**src/rtl/rstclk_pkg.sv**
```systemverilog
// Package: shared constants and helpers for the reset/phase-clock generator.
// Assumes: widths are expressed in clk2 periods.
package rstclk_pkg;
    localparam int unsigned SHORT_MIN_DEF = 15;
    localparam int unsigned LONG_MIN_DEF  = 80;
    localparam int unsigned SYNC_DEF      = 2;

    // Pick the minimum pulse width for the selected mode.
    function automatic int unsigned pick_min(input logic long_sel,
                                             input int unsigned short_w,
                                             input int unsigned long_w);
        return long_sel ? long_w : short_w;
    endfunction
endpackage

```
**src/rtl/rstclk_sync.sv**
```systemverilog
// Module: flop-chain synchronizer that brings the request level into clk2.
// Assumes: the input is glitch-free; reset value 0 means "request active".
module rstclk_sync #(
    parameter int unsigned STAGES = 2
) (
    input  logic clk2,
    input  logic rst_n,
    input  logic din,
    output logic dout
);
    logic [STAGES-1:0] chain;

    generate
        if (STAGES == 1) begin : g_one
            // Single capture stage.
            always_ff @(posedge clk2) begin
                if (!rst_n) chain <= '0;
                else        chain <= din;
            end
        end else begin : g_many
            // Shift the sampled level through the chain.
            always_ff @(posedge clk2) begin
                if (!rst_n) chain <= '0;
                else        chain <= {chain[STAGES-2:0], din};
            end
        end
    endgenerate

    assign dout = chain[STAGES-1];
endmodule

```
**src/rtl/rstclk_width.sv**
```systemverilog
// Module: counts clk2 periods of the reset pulse and flags when the
// mode-selected minimum has been reached.
// Assumes: start pulses on the edge the pulse begins, active is the pulse.
module rstclk_width #(
    parameter int unsigned SHORT_MIN = 15,
    parameter int unsigned LONG_MIN  = 80
) (
    input  logic clk2,
    input  logic rst_n,
    input  logic start,
    input  logic active,
    input  logic long_sel,
    output logic expired
);
    localparam int unsigned CAP = (LONG_MIN > SHORT_MIN) ? LONG_MIN : SHORT_MIN;
    localparam int unsigned CW  = $clog2(CAP + 1);

    logic [CW-1:0] cnt;
    logic [CW-1:0] limit;

    // Select the limit for the current mode.
    always_comb limit = CW'(rstclk_pkg::pick_min(long_sel, SHORT_MIN, LONG_MIN));

    // Count high periods, restarting at 1 on a new pulse, saturating at CAP.
    always_ff @(posedge clk2) begin
        if (!rst_n)                        cnt <= '0;
        else if (start)                    cnt <= CW'(1);
        else if (active && cnt != CW'(CAP)) cnt <= cnt + CW'(1);
    end

    assign expired = (cnt >= limit);

    // a short-mode pulse never ends before SHORT_MIN periods.
    a_r3_short_min: assert property (@(posedge clk2) disable iff (!rst_n)
        ($fell(active) && !$past(long_sel)) |-> ($past(cnt) >= CW'(SHORT_MIN)));
    // a long-mode pulse never ends before LONG_MIN periods.
    a_r4_long_min: assert property (@(posedge clk2) disable iff (!rst_n)
        ($fell(active) && $past(long_sel)) |-> ($past(cnt) >= CW'(LONG_MIN)));
endmodule

```
**src/rtl/rstclk_phase.sv**
```systemverilog
// Module: half-rate phase clock, restarted at 0 when a reset pulse begins.
// Assumes: restart is a one-cycle strobe synchronous to clk2.
module rstclk_phase (
    input  logic clk2,
    input  logic rst_n,
    input  logic restart,
    output logic clk_q
);
    // Toggle every edge; force the low phase on restart.
    always_ff @(posedge clk2) begin
        if (!rst_n)       clk_q <= 1'b0;
        else if (restart) clk_q <= 1'b0;
        else              clk_q <= ~clk_q;
    end

    // outside restart edges the clock toggles every edge.
    a_r8_toggle: assert property (@(posedge clk2) disable iff (!rst_n)
        ($past(rst_n) && !$past(restart)) |-> (clk_q != $past(clk_q)));
endmodule

```
**src/rtl/rstclk_gen.sv**
```systemverilog
// Module: top of the reset pulse and phase-clock generator.
// Assumes: clk2 is free-running; req_n is a clean asynchronous level;
// selftest_en is stable for the duration of a pulse.
module rstclk_gen #(
    parameter int unsigned SHORT_MIN   = rstclk_pkg::SHORT_MIN_DEF,
    parameter int unsigned LONG_MIN    = rstclk_pkg::LONG_MIN_DEF,
    parameter int unsigned SYNC_STAGES = rstclk_pkg::SYNC_DEF
) (
    input  logic clk2,
    input  logic rst_n,
    input  logic req_n,
    input  logic selftest_en,
    output logic reset_out,
    output logic clk_out
);
    logic req_s;
    logic reset_q;
    logic clk_q;
    logic expired;
    logic begin_evt;
    logic end_evt;

    rstclk_sync #(.STAGES(SYNC_STAGES)) u_sync (
        .clk2 (clk2), .rst_n (rst_n), .din (req_n), .dout (req_s)
    );

    rstclk_width #(.SHORT_MIN(SHORT_MIN), .LONG_MIN(LONG_MIN)) u_width (
        .clk2 (clk2), .rst_n (rst_n), .start (begin_evt),
        .active (reset_q), .long_sel (selftest_en), .expired (expired)
    );

    rstclk_phase u_phase (
        .clk2 (clk2), .rst_n (rst_n), .restart (begin_evt), .clk_q (clk_q)
    );

    // Decide pulse start and phase-aligned pulse end.
    always_comb begin
        begin_evt = !reset_q && !req_s;
        end_evt   = reset_q && req_s && expired && clk_q;
    end

    // Hold the reset pulse state.
    always_ff @(posedge clk2) begin
        if (!rst_n)         reset_q <= 1'b1;
        else if (begin_evt) reset_q <= 1'b1;
        else if (end_evt)   reset_q <= 1'b0;
    end

    assign reset_out = reset_q;
    assign clk_out   = clk_q;

    // a synchronized request starts the pulse on the next edge.
    a_r2_start: assert property (@(posedge clk2) disable iff (!rst_n)
        (!reset_q && !req_s) |=> reset_q);
    // the pulse is held while the synchronized request is low.
    a_r5_hold: assert property (@(posedge clk2) disable iff (!rst_n)
        (reset_q && !req_s) |=> reset_q);
    // the phase clock is low right after the pulse begins.
    a_r6_restart: assert property (@(posedge clk2) disable iff (!rst_n)
        ($rose(reset_q) && $past(rst_n)) |-> !clk_q);
    // release coincides with the phase clock falling.
    a_r7_aligned: assert property (@(posedge clk2) disable iff (!rst_n)
        $fell(reset_q) |-> $fell(clk_q));
endmodule

```
**config.mk**
```make
export PLATFORM = sky130hd
export DESIGN_NAME = rstclk_gen
export DESIGN_NICKNAME = d
export VERILOG_FILES = /design/src/rtl/rstclk_pkg.sv /design/src/rtl/rstclk_sync.sv /design/src/rtl/rstclk_width.sv /design/src/rtl/rstclk_phase.sv /design/src/rtl/rstclk_gen.sv
export SDC_FILE = /design/constraint.sdc
export NUM_CORES = 1
export LEC_CHECK = 0
export CAP_MARGIN = 20
export CORE_AREA = 2 2 39 41
export DETAILED_ROUTE_END_ITERATION = 8
export DIE_AREA = 0 0 41 43
export MAX_ROUTING_LAYER = met4
export PLACE_DENSITY = 0.78
export SLEW_MARGIN = 20
export SYNTH_ARGS = -nofsm -noshare
export SYNTH_HDL_FRONTEND = slang
export SYNTH_SLANG_ARGS = --single-unit
```
**constraint.sdc**
```tcl
create_clock -name clk2 -period 1.9 [get_ports clk2]
set_input_delay 0.475 -clock clk2 [delete_from_list [all_inputs] [get_ports clk2]]
set_output_delay 0.475 -clock clk2 [all_outputs]
set_load 0.01 [all_outputs]
```
---- After elaboration in Yosys (flattened, before gate mapping) ----
Cells that the tools add are included.
word-level totals
  logic and storage cells ................. 22
  ROM bits ................................ 0
  input port bits ......................... 4
  bits in latches ......................... 0
  memories kept ........................... 0
  output and inout port bits .............. 2
  bits in writable memories ............... 0
  flip-flop bits (word level) ............. 11
cells by class
  $lt $le $gt $ge ......................... 1
  bitwise logic cells ..................... 2
  divide/modulo/power cells ............... 0
  $mul .................................... 0
  add/sub/neg operators ................... 1
  shift operators ......................... 0
  reduce and logical (&&, ||, !) cells .... 9
  equal/unequal tests ..................... 1
  muxes and demuxes ....................... 3
operator list
  cell                                           count
  adder 7 x 1 -> 7 bit (second input constant)   1
  >= comparator 7 bit                            1
  two-way mux 7 bit                              1
  inequality test 7 bit (second input constant)  1
  logical AND 1 bit                              5
  zero test 1 bit                                2
  two-way mux 1 bit                              2
  inverter 1 bit                                 2
  nonzero test 2 bit                             1
  OR reduction 2 bit                             1

---- Logic depth before layout (Yosys ltp) ----
Gate-level depths: netlist of the first run.
  depth in word-level cells ............... 4
  depth in mapped cells ................... 6
  depth with buffers taken out ............ 6

---- Cells and area by module ----
From an unflattened synthesis of the first run, not the netlist that was laid out.
second synthesis, totals
  cell total of the unflattened synthesis .. 67
  area, all modules ....................... 641.9 sq um
modules (own cells, without submodules)
  module        sequential area each (sq um)  area each (sq um)  cells each  times used
  rstclk_width  140.1                         513.0              57          1
  rstclk_sync   40.0                          52.6               4           1
  rstclk_gen    20.0                          43.8               4           1
  rstclk_phase  20.0                          32.5               2           1

---- Least setup slack after synthesis of the first run ----
OpenSTA, ideal clock, no wires.
  kind .................................... input to register
  start point ............................. input selftest_en
  end point ............................... register reset_q (netlist: reset_out)
  cell stages on the path ................. 6
  data arrival time ....................... 1,565 ps
  setup time .............................. 81 ps
  buffers on the path ..................... 0
  path slack .............................. 254 ps
  required time ........................... 1,819 ps
  cell sequence ........................... inv_1 > ha_1 > nand2b_1 > a2111oi_0 > o41ai_1 > a41oi_1
between the ends
  word-level cells in the longest chain between the ends .. 4
RTL lines
  element                          RTL line            text
  from (decl)                      rstclk_gen.sv:12    input logic selftest_en,
  two-way mux 7 bit                rstclk_pkg.sv:12    return long_sel ? long_w : short_w;
  >= comparator 7 bit              rstclk_width.sv:31  assign expired = (cnt >= limit);
  logical AND 1 bit (2 in series)  rstclk_gen.sv:39    end_evt = reset_q && req_s && expired && clk_q;
  to (signal assigned)             rstclk_gen.sv:44    if (!rst_n) reset_q <= 1'b1;
  to (signal assigned)             rstclk_gen.sv:45    else if (begin_evt) reset_q <= 1'b1;
  to (signal assigned)             rstclk_gen.sv:46    else if (end_evt) reset_q <= 1'b0;
  to (decl)                        rstclk_gen.sv:17    logic reset_q;
Every way passes these cells.
A chain may end at the register's enable or synchronous reset.

---- Final worst setup path of the first run ----
  start point ............................. register u_phase.clk_q
  end point ............................... output clk_out
RTL lines
  element                 RTL line            text
  from (decl)             rstclk_phase.sv:7   output logic clk_q
  from (signal assigned)  rstclk_phase.sv:13  else clk_q <= ~clk_q;
  to (decl)               rstclk_gen.sv:14    output logic clk_out
No word-level cell between the ends.

==> flow_metrics.py, run 1 <==
metrics = {
    "yosys": {
        "synthTopCellsByCount": "dfxtp_1, nand2_1, ha_1, nor2_1, a21oi_1",
        "synth_edf_count": 0,
        "synth-seq-area-share_pct": 36.7,
        "postSynthAreaPerCell_um2": 9.10,
        "syn_nets": 78,
        "ys.flop_type": "dfxtp_1",
        "yosysTopAreaCellShare_pct": 36.7,
        "yosys_warnings": 0,
        "synth_area_leaders": "dfxtp_1, ha_1, nand2_1",
        "synth_cell_types": 23,
        "synth_most_common_cell": "dfxtp_1",
        "yosysTopAreaCell": "dfxtp_1",
        "syn_area_um2": 601,
        "syn_inst": 66,
        "synthArstFlopShare_pct": 0,
        "synth-seq-cells": 11,
    },
    "setup_path": {
        "max_stage_delay_ps": 550,
        "r2r_start": "u_width.cnt[0]",
        "worst_path_max_delay_cell": "clkdlybuf4s50_1",
        "critPathLaunch": "u_phase.clk_q",
        "cp_data_arrival_time_ps": 1180,
        "cp-start-kind": "flop",
        "crit_family": "buffers and inverters",
        "r2r_cells": 6,
        "endpoint_kind": "output pin",
        "worstSetupPathDepth": 1,
        "crit_required_ps": 1420,
        "path_buf_inv": 1,
        "path_class": "reg2out",
        "path_max_fanout": 3,
        "crit_chain": "clkdlybuf4s50_1",
    },
    "placed_design": {
        "pre_cts_slack_ps": -326,
        "dpl_cell_area_um2": 701,
        "io_buffers": 5,
        "place_congestion": 0.781,
        "place.detailed.hpwl_um": 852,
        "dp.cells": 91,
    },
    "cts": {
        "cts.sinks": 11,
        "cts_tree": "done",
        "clockBufferDepth": 2,
        "cts_root_buffer": "clkbuf_4",
        "ctsHoldBuffers": 0,
        "insertion_delay_ps": 270,
        "htree_levels": 1,
        "postCtsSetupRepairBufs": 0,
        "cts.clk_slew.worst_paths_ps": 70,
        "cts_buffers": 3,
    },
    "final_layout": {
        "antenna_cells": 0,
        "fin_area_um2": 763,
        "seq_area_um2": 220,
        "finalNonFillerCells": 95,
        "final_layout_size_suffix_gt1_share_pct": 20.3,
        "area_delta_synth_final_pct": 27.1,
        "num-fill-cells": 131,
        "fin_util_pct": 55.2,
        "multi_input_area_um2": 395,
        "nNetsFinal": 92,
    },
    "timing": {
        "fin_hold_ws_ps": 437,
        "max_freq_ghz": 0.606,
        "fin_skew_ps": 0.804,
        "setup_viol": 0,
        "period_share_pct": 86.9,
        "tightest_slew_ps": 326,
        "max_slew_margin_pct": 78.3,
        "setup_ws_ps": 248,
        "slew_viol_final": 0,
        "final_hold_viol_count": 0,
        "fin_crit_ps": 1650,
        "rsz0062_at_grt": "no",
    },
    "power_and_ir_drop": {
        "max-vdd-ir-drop_mv": 0.402,
        "combPwrFrac_pct": 15.9,
        "swShare_pct": 24.6,
        "leakage_nw": 0.326,
        "switchingPower_uw": 119,
        "p_seq_share_pct": 51.3,
        "power.internal_uw": 364,
        "clkPwrFrac_pct": 32.8,
        "power_density_mw_per_mm2": 632,
    },
    "detailed_routing": {
        "wl_per_cell_um": 11.5,
        "finalWirelength_mm": 1.09,
        "vias": 489,
        "remaining_drc_errors": 0,
        "drt_first_pass_iters": 4,
        "via_per_inst": 5.15,
        "ant_nets": 0,
        "drt_iter0_drc": 1,
    },
    "global_route": {
        "grt_pass1_wl_mm": 1.84,
        "grt_pass1_vias": 438,
        "grt_overflow": 0,
        "grt_start_max_net_pins": 10,
        "grt.total_usage_pct": 16.3,
        "antenna_found_initial": 0,
    },
    "status": {
        "status": "complete, no violations",
    },
    "die": {
        "die_w_um": 41,
        "std_cell_rows": 14,
        "core_area_mm2": 0.00138,
        "pin_count": 6,
        "dieHeight_um": 43,
        "start_util_pct": 43.4,
        "die_area_mm2": 0.00176,
    },
    "hold_path": {
        "hold_path_depth": 1,
        "hp-class": "reg2reg",
        "hold_start": "u_sync.chain[0]",
    },
    "run": {
        "cap_viol_max_count": 0,
    },
}
[metal layers]
metal	routed length (µm)	global-route usage, %
met1	531	20.6
met2	474	21.3
met3	45	4.71
met4	38	12.0
met5	0	-
[power by group through the flow]
stage | clock network, mW | registers (mW) | logic [mW]
2_1_floorplan | 0 | 0.253 | 0.0316
3_3_place_gp | 0 | 0.253 | 0.0565
3_5_place_dp | 0 | 0.253 | 0.0590
4_1_cts | 0.161 | 0.248 | 0.0652
5_1_grt | 0.167 | 0.249 | 0.0856
6_report | 0.158 | 0.248 | 0.0767
[logic make-up (layout without fill, tap and decap cells)]
kind of cell | count (synthesis) | count (layout) | share of synthesized area, %
buffers and inverters | 4 | 17 | 3.13
XOR/XNOR | 3 | 3 | 4.38
adder cells (fa/ha/maj) | 8 | 8 | 16.7
AND/OR/NAND/NOR | 26 | 26 | 22.1
AO/OA/AOI/OAI | 14 | 14 | 17.1
flip-flops | 11 | 11 | 36.7
[layout by cell type, fill, tap and decap left out]
cell	count
xor2_1	2
and2_1	2
dlymetal6s2s_1	1
clkbuf_4	3
o41ai_2	1
nand4_1	2
a21oi_1	4
a41o_1	1
a211oi_2	1
ha_1	8
nor2_1	8
a2111oi_4	1
clkbuf_1	1
clkdlybuf4s50_1	4
o21ai_0	2
dfxtp_1	11
nand3_2	1
nand2b_4	1
o21ai_2	1
nand2_1	9
a41oi_1	1
inv_2	1
buf_4	5
o21a_1	2
xnor2_1	1
inv_1	2
nor4b_2	1
or3_1	2
[final cells by class]
class,instances,area share [%]
Sequential cell,11,28.9
Clock buffer,4,3.44
Multi-Input combinational cell,51,51.8
Tap cell,16,2.62
Inverter,3,1.48
Timing Repair Buffer,10,11.8
[metrics by stage]
| stage | TNS (ps) | total power, mW |
|---|---|---|
| 2_1_floorplan | 0 | 0.284 |
| 3_3_place_gp | -261 | 0.309 |
| 3_5_place_dp | -326 | 0.312 |
| 4_1_cts | 0 | 0.474 |
| 5_1_grt | 0 | 0.501 |
| 6_report | 0 | 0.483 |
[path summary, 6_finish.rpt]
check,to,slack (ps)
min,u_sync.chain[1],440
min reg2reg,u_sync.chain[1],440
max,clk_out,250
max reg2reg,reset_out,360
[flip-flops by register name, indices dropped and copies added (netlist names)]
register and flops:
u_phase.clk_q 1, u_sync.chain 2, reset_out 1, u_width.cnt 7
[timing repair]
| action | CTS | global route |
|---|---|---|
| cloned | 0 | 0 |
| endpoints found under the setup margin | 1 | 1 |
| pin swaps | 3 | 3 |
| resized for setup | 2 | 5 |
Power figures use the tool's default switching activity.
==> run 2, diff against run 1 <==
- ABC_AREA: default -> 1
- CORE_AREA: 2 2 39 41 -> default
- CORE_UTILIZATION: default -> 53
- DIE_AREA: 0 0 41 43 -> default
- PLACE_DENSITY: 0.78 -> 0.86
==> run 2 against run 1 <==
Effect of this change:
- core utilization rose by 13 points
- die area decreased by 17%
- fmax is 3.0% lower
- worst hold slack worse by 15 ps
- sequential cell count did not move
- via count up 31%
- global-route usage up 7.2 points
- clock skew grew 5.1 ps
- worst setup slack got worse by 51 ps
- critical path type is now in2reg
==> flow_metrics.py, run 2 <==
metrics = {
    "yosys": {
        "synth_most_common_cell": "nand2_1",
        "synth_top_family_by_area": "simple AND/OR/NAND/NOR gates",
        "synth-xor-area-share_pct": 2.51,
        "syn_inst": 99,
        "ys.flop_type": "dfxtp_1",
        "yosysTopAreaCellShare_pct": 31.5,
        "synth-seq-cells": 11,
        "synth_fa_ha_area_share_pct": 14.3,
        "synth_area_leaders": "dfxtp_1, nand2_1, ha_1",
        "yosysTopAreaCell": "dfxtp_1",
        "synth-seq-area-share_pct": 31.5,
        "synth_compound_area_share_pct": 10.9,
        "synthTopCellsByCount": "nand2_1, inv_1, dfxtp_1, nor2_1, ha_1",
        "synth_cell_types": 20,
        "yosys.area_share.simple_pct": 31.0,
        "synth_edf_count": 0,
        "yosys_warnings": 0,
        "syn_nets": 111,
        "syn_area_um2": 698,
        "synthArstFlopShare_pct": 0,
        "muxShareOfSynthArea_pct": 0,
        "postSynthAreaPerCell_um2": 7.05,
    },
    "die": {
        "start_util_pct": 59.6,
        "die_w_um": 38.3,
        "core_area_mm2": 0.00117,
        "dieHeight_um": 38.3,
        "std_cell_rows": 12,
        "die_area_mm2": 0.00147,
        "pin_count": 6,
    },
    "setup_path": {
        "endpoint_kind": "flop",
        "crit_required_ps": 2070,
        "r2r_start": "u_width.cnt[0]",
        "endpoint": "reset_out",
        "cp_data_arrival_time_ps": 1870,
        "critPathLaunch": "selftest_en",
        "r2r_slack_ps": 490,
        "r2r_cells": 7,
        "path_max_fanout": 3,
        "cp-start-kind": "input pin",
        "r2r_end": "u_width.cnt[5]",
        "path_class": "in2reg",
    },
    "global_route": {
        "grt_start_max_net_pins": 10,
        "grt_pass1_vias": 548,
        "antenna_found_initial": 0,
        "grt_overflow": 0,
        "grt_pass1_wl_mm": 2.19,
        "grt.total_usage_pct": 23.6,
    },
    "cts": {
        "cts_tree": "done",
        "insertion_delay_ps": 270,
        "cts.clk_slew.worst_paths_ps": 70,
        "clockBufferDepth": 2,
        "cts.sinks": 11,
        "postCtsSetupRepairBufs": 0,
        "ctsHoldBuffers": 0,
        "cts_root_buffer": "clkbuf_4",
        "htree_levels": 1,
        "cts_resized": 0,
        "cts_buffers": 3,
    },
    "detailed_routing": {
        "ant_nets": 0,
        "drt_iter0_drc": 11,
        "wl_per_cell_um": 10.8,
        "drt_first_pass_iters": 4,
        "finalWirelength_mm": 1.34,
        "vias": 639,
        "via_per_inst": 5.15,
        "remaining_drc_errors": 0,
    },
    "final_layout": {
        "fin_util_pct": 68.6,
        "finalNonFillerCells": 124,
        "regMostFlops": "u_width.cnt",
        "largest_register_ff_count": 7,
        "antenna_cells": 0,
        "final_common_cell": "nand2_1",
        "nNetsFinal": 123,
        "final_layout_size_suffix_gt1_share_pct": 11.8,
        "layout.cells.most_common_list": "nand2_1, inv_1, nor2_1, dfxtp_1, ha_1",
        "fin_area_um2": 803,
        "largestRegisters": "u_width.cnt: 7 flops, u_sync.chain: 2 flops",
        "area_delta_synth_final_pct": 15.1,
    },
    "power_and_ir_drop": {
        "leakage_nw": 0.413,
        "power_density_mw_per_mm2": 593,
        "max-vdd-ir-drop_mv": 0.591,
        "finalPower_uw": 477,
    },
    "placed_design": {
        "place.detailed.hpwl_mm": 1.03,
        "dp.cells": 120,
        "io_buffers": 5,
        "place_congestion": 0.883,
        "dpl_cell_area_um2": 777,
    },
    "timing": {
        "period_share_pct": 89.6,
        "tightest_slew_ps": 363,
        "rsz0062_at_grt": "no",
        "max_freq_ghz": 0.587,
        "fin_crit_ps": 1700,
        "setup_viol": 0,
        "fin_skew_ps": 5.90,
        "final_hold_viol_count": 0,
        "slew_viol_final": 0,
        "max_slew_margin_pct": 75.7,
    },
    "run": {
        "cap_viol_max_count": 0,
    },
    "status": {
        "status": "complete, no violations",
    },
    "hold_path": {
        "hp-class": "reg2reg",
    },
}
-- run 2: how the worst min path moves through the flow --
| stage | slack [ps] | depth (start not counted) | startpoint | endpoint |
|---|---|---|---|---|
| floorplan | 390 | 2 | u_sync.chain[0] | u_sync.chain[1] |
| detailed placement | 420 | 2 | u_sync.chain[0] | u_sync.chain[1] |
| CTS | 440 | 2 | u_sync.chain[0] | u_sync.chain[1] |
| finish | 420 | 2 | u_sync.chain[0] | u_sync.chain[1] |
| global route | 460 | 2 | u_sync.chain[0] | u_sync.chain[1] |
| global placement | 400 | 2 | u_sync.chain[0] | u_sync.chain[1] |
-- run 2: stage by stage --
stage          hold slack (ps)  setup TNS (ps)  worst slack [ps]
2_1_floorplan              390               0               543
3_3_place_gp               399           -48.9             -48.9
3_5_place_dp               424           -81.5             -81.5
4_1_cts                    440               0               204
5_1_grt                    459               0              47.6
6_report                   422               0               197
-- run 2: final cells by class --
class	instances	area, µm²
multi-input cells	72	410
fillers	99	368
flip-flops and latches	11	220
repair buffers	8	72.6
inverters	15	56.3
clock buffers	4	26.3
well taps	14	17.5
-- run 2: kinds of logic (layout without fill, tap and decap cells) --
kind of cell,count (synthesis),count (layout)
flops,11,11
simple gates,49,49
xor+xnor,2,2
compound gates,13,13
fa+ha+maj,8,8
buf+inv,16,27
-- run 2: per-layer routing --
layer	up-vias	global-route usage (%)	share of wire, %
li1	339	-	-
met1	284	26.0	47
met2	12	37.7	47
met3	4	3.49	2.2
met4	0	18.8	3.0
met5	-	-	0
-- run 2: power by group --
part	total, mW	switching [mW]	internal, mW
sequential	0.251	0.0109	0.240
combinational	0.0660	0.0349	0.0311
clock	0.160	0.0784	0.0814
total	0.477	0.124	0.352
-- run 2: critical path, stage by stage --
cell and delay [ps]:
clkdlybuf4s50_1 500, inv_1 100, ha_1 300, inv_1 50
nor3_1 170, nand2_1 70, nand3_1 60, nand2_1 50
nand2_1 50, nand2_1 40
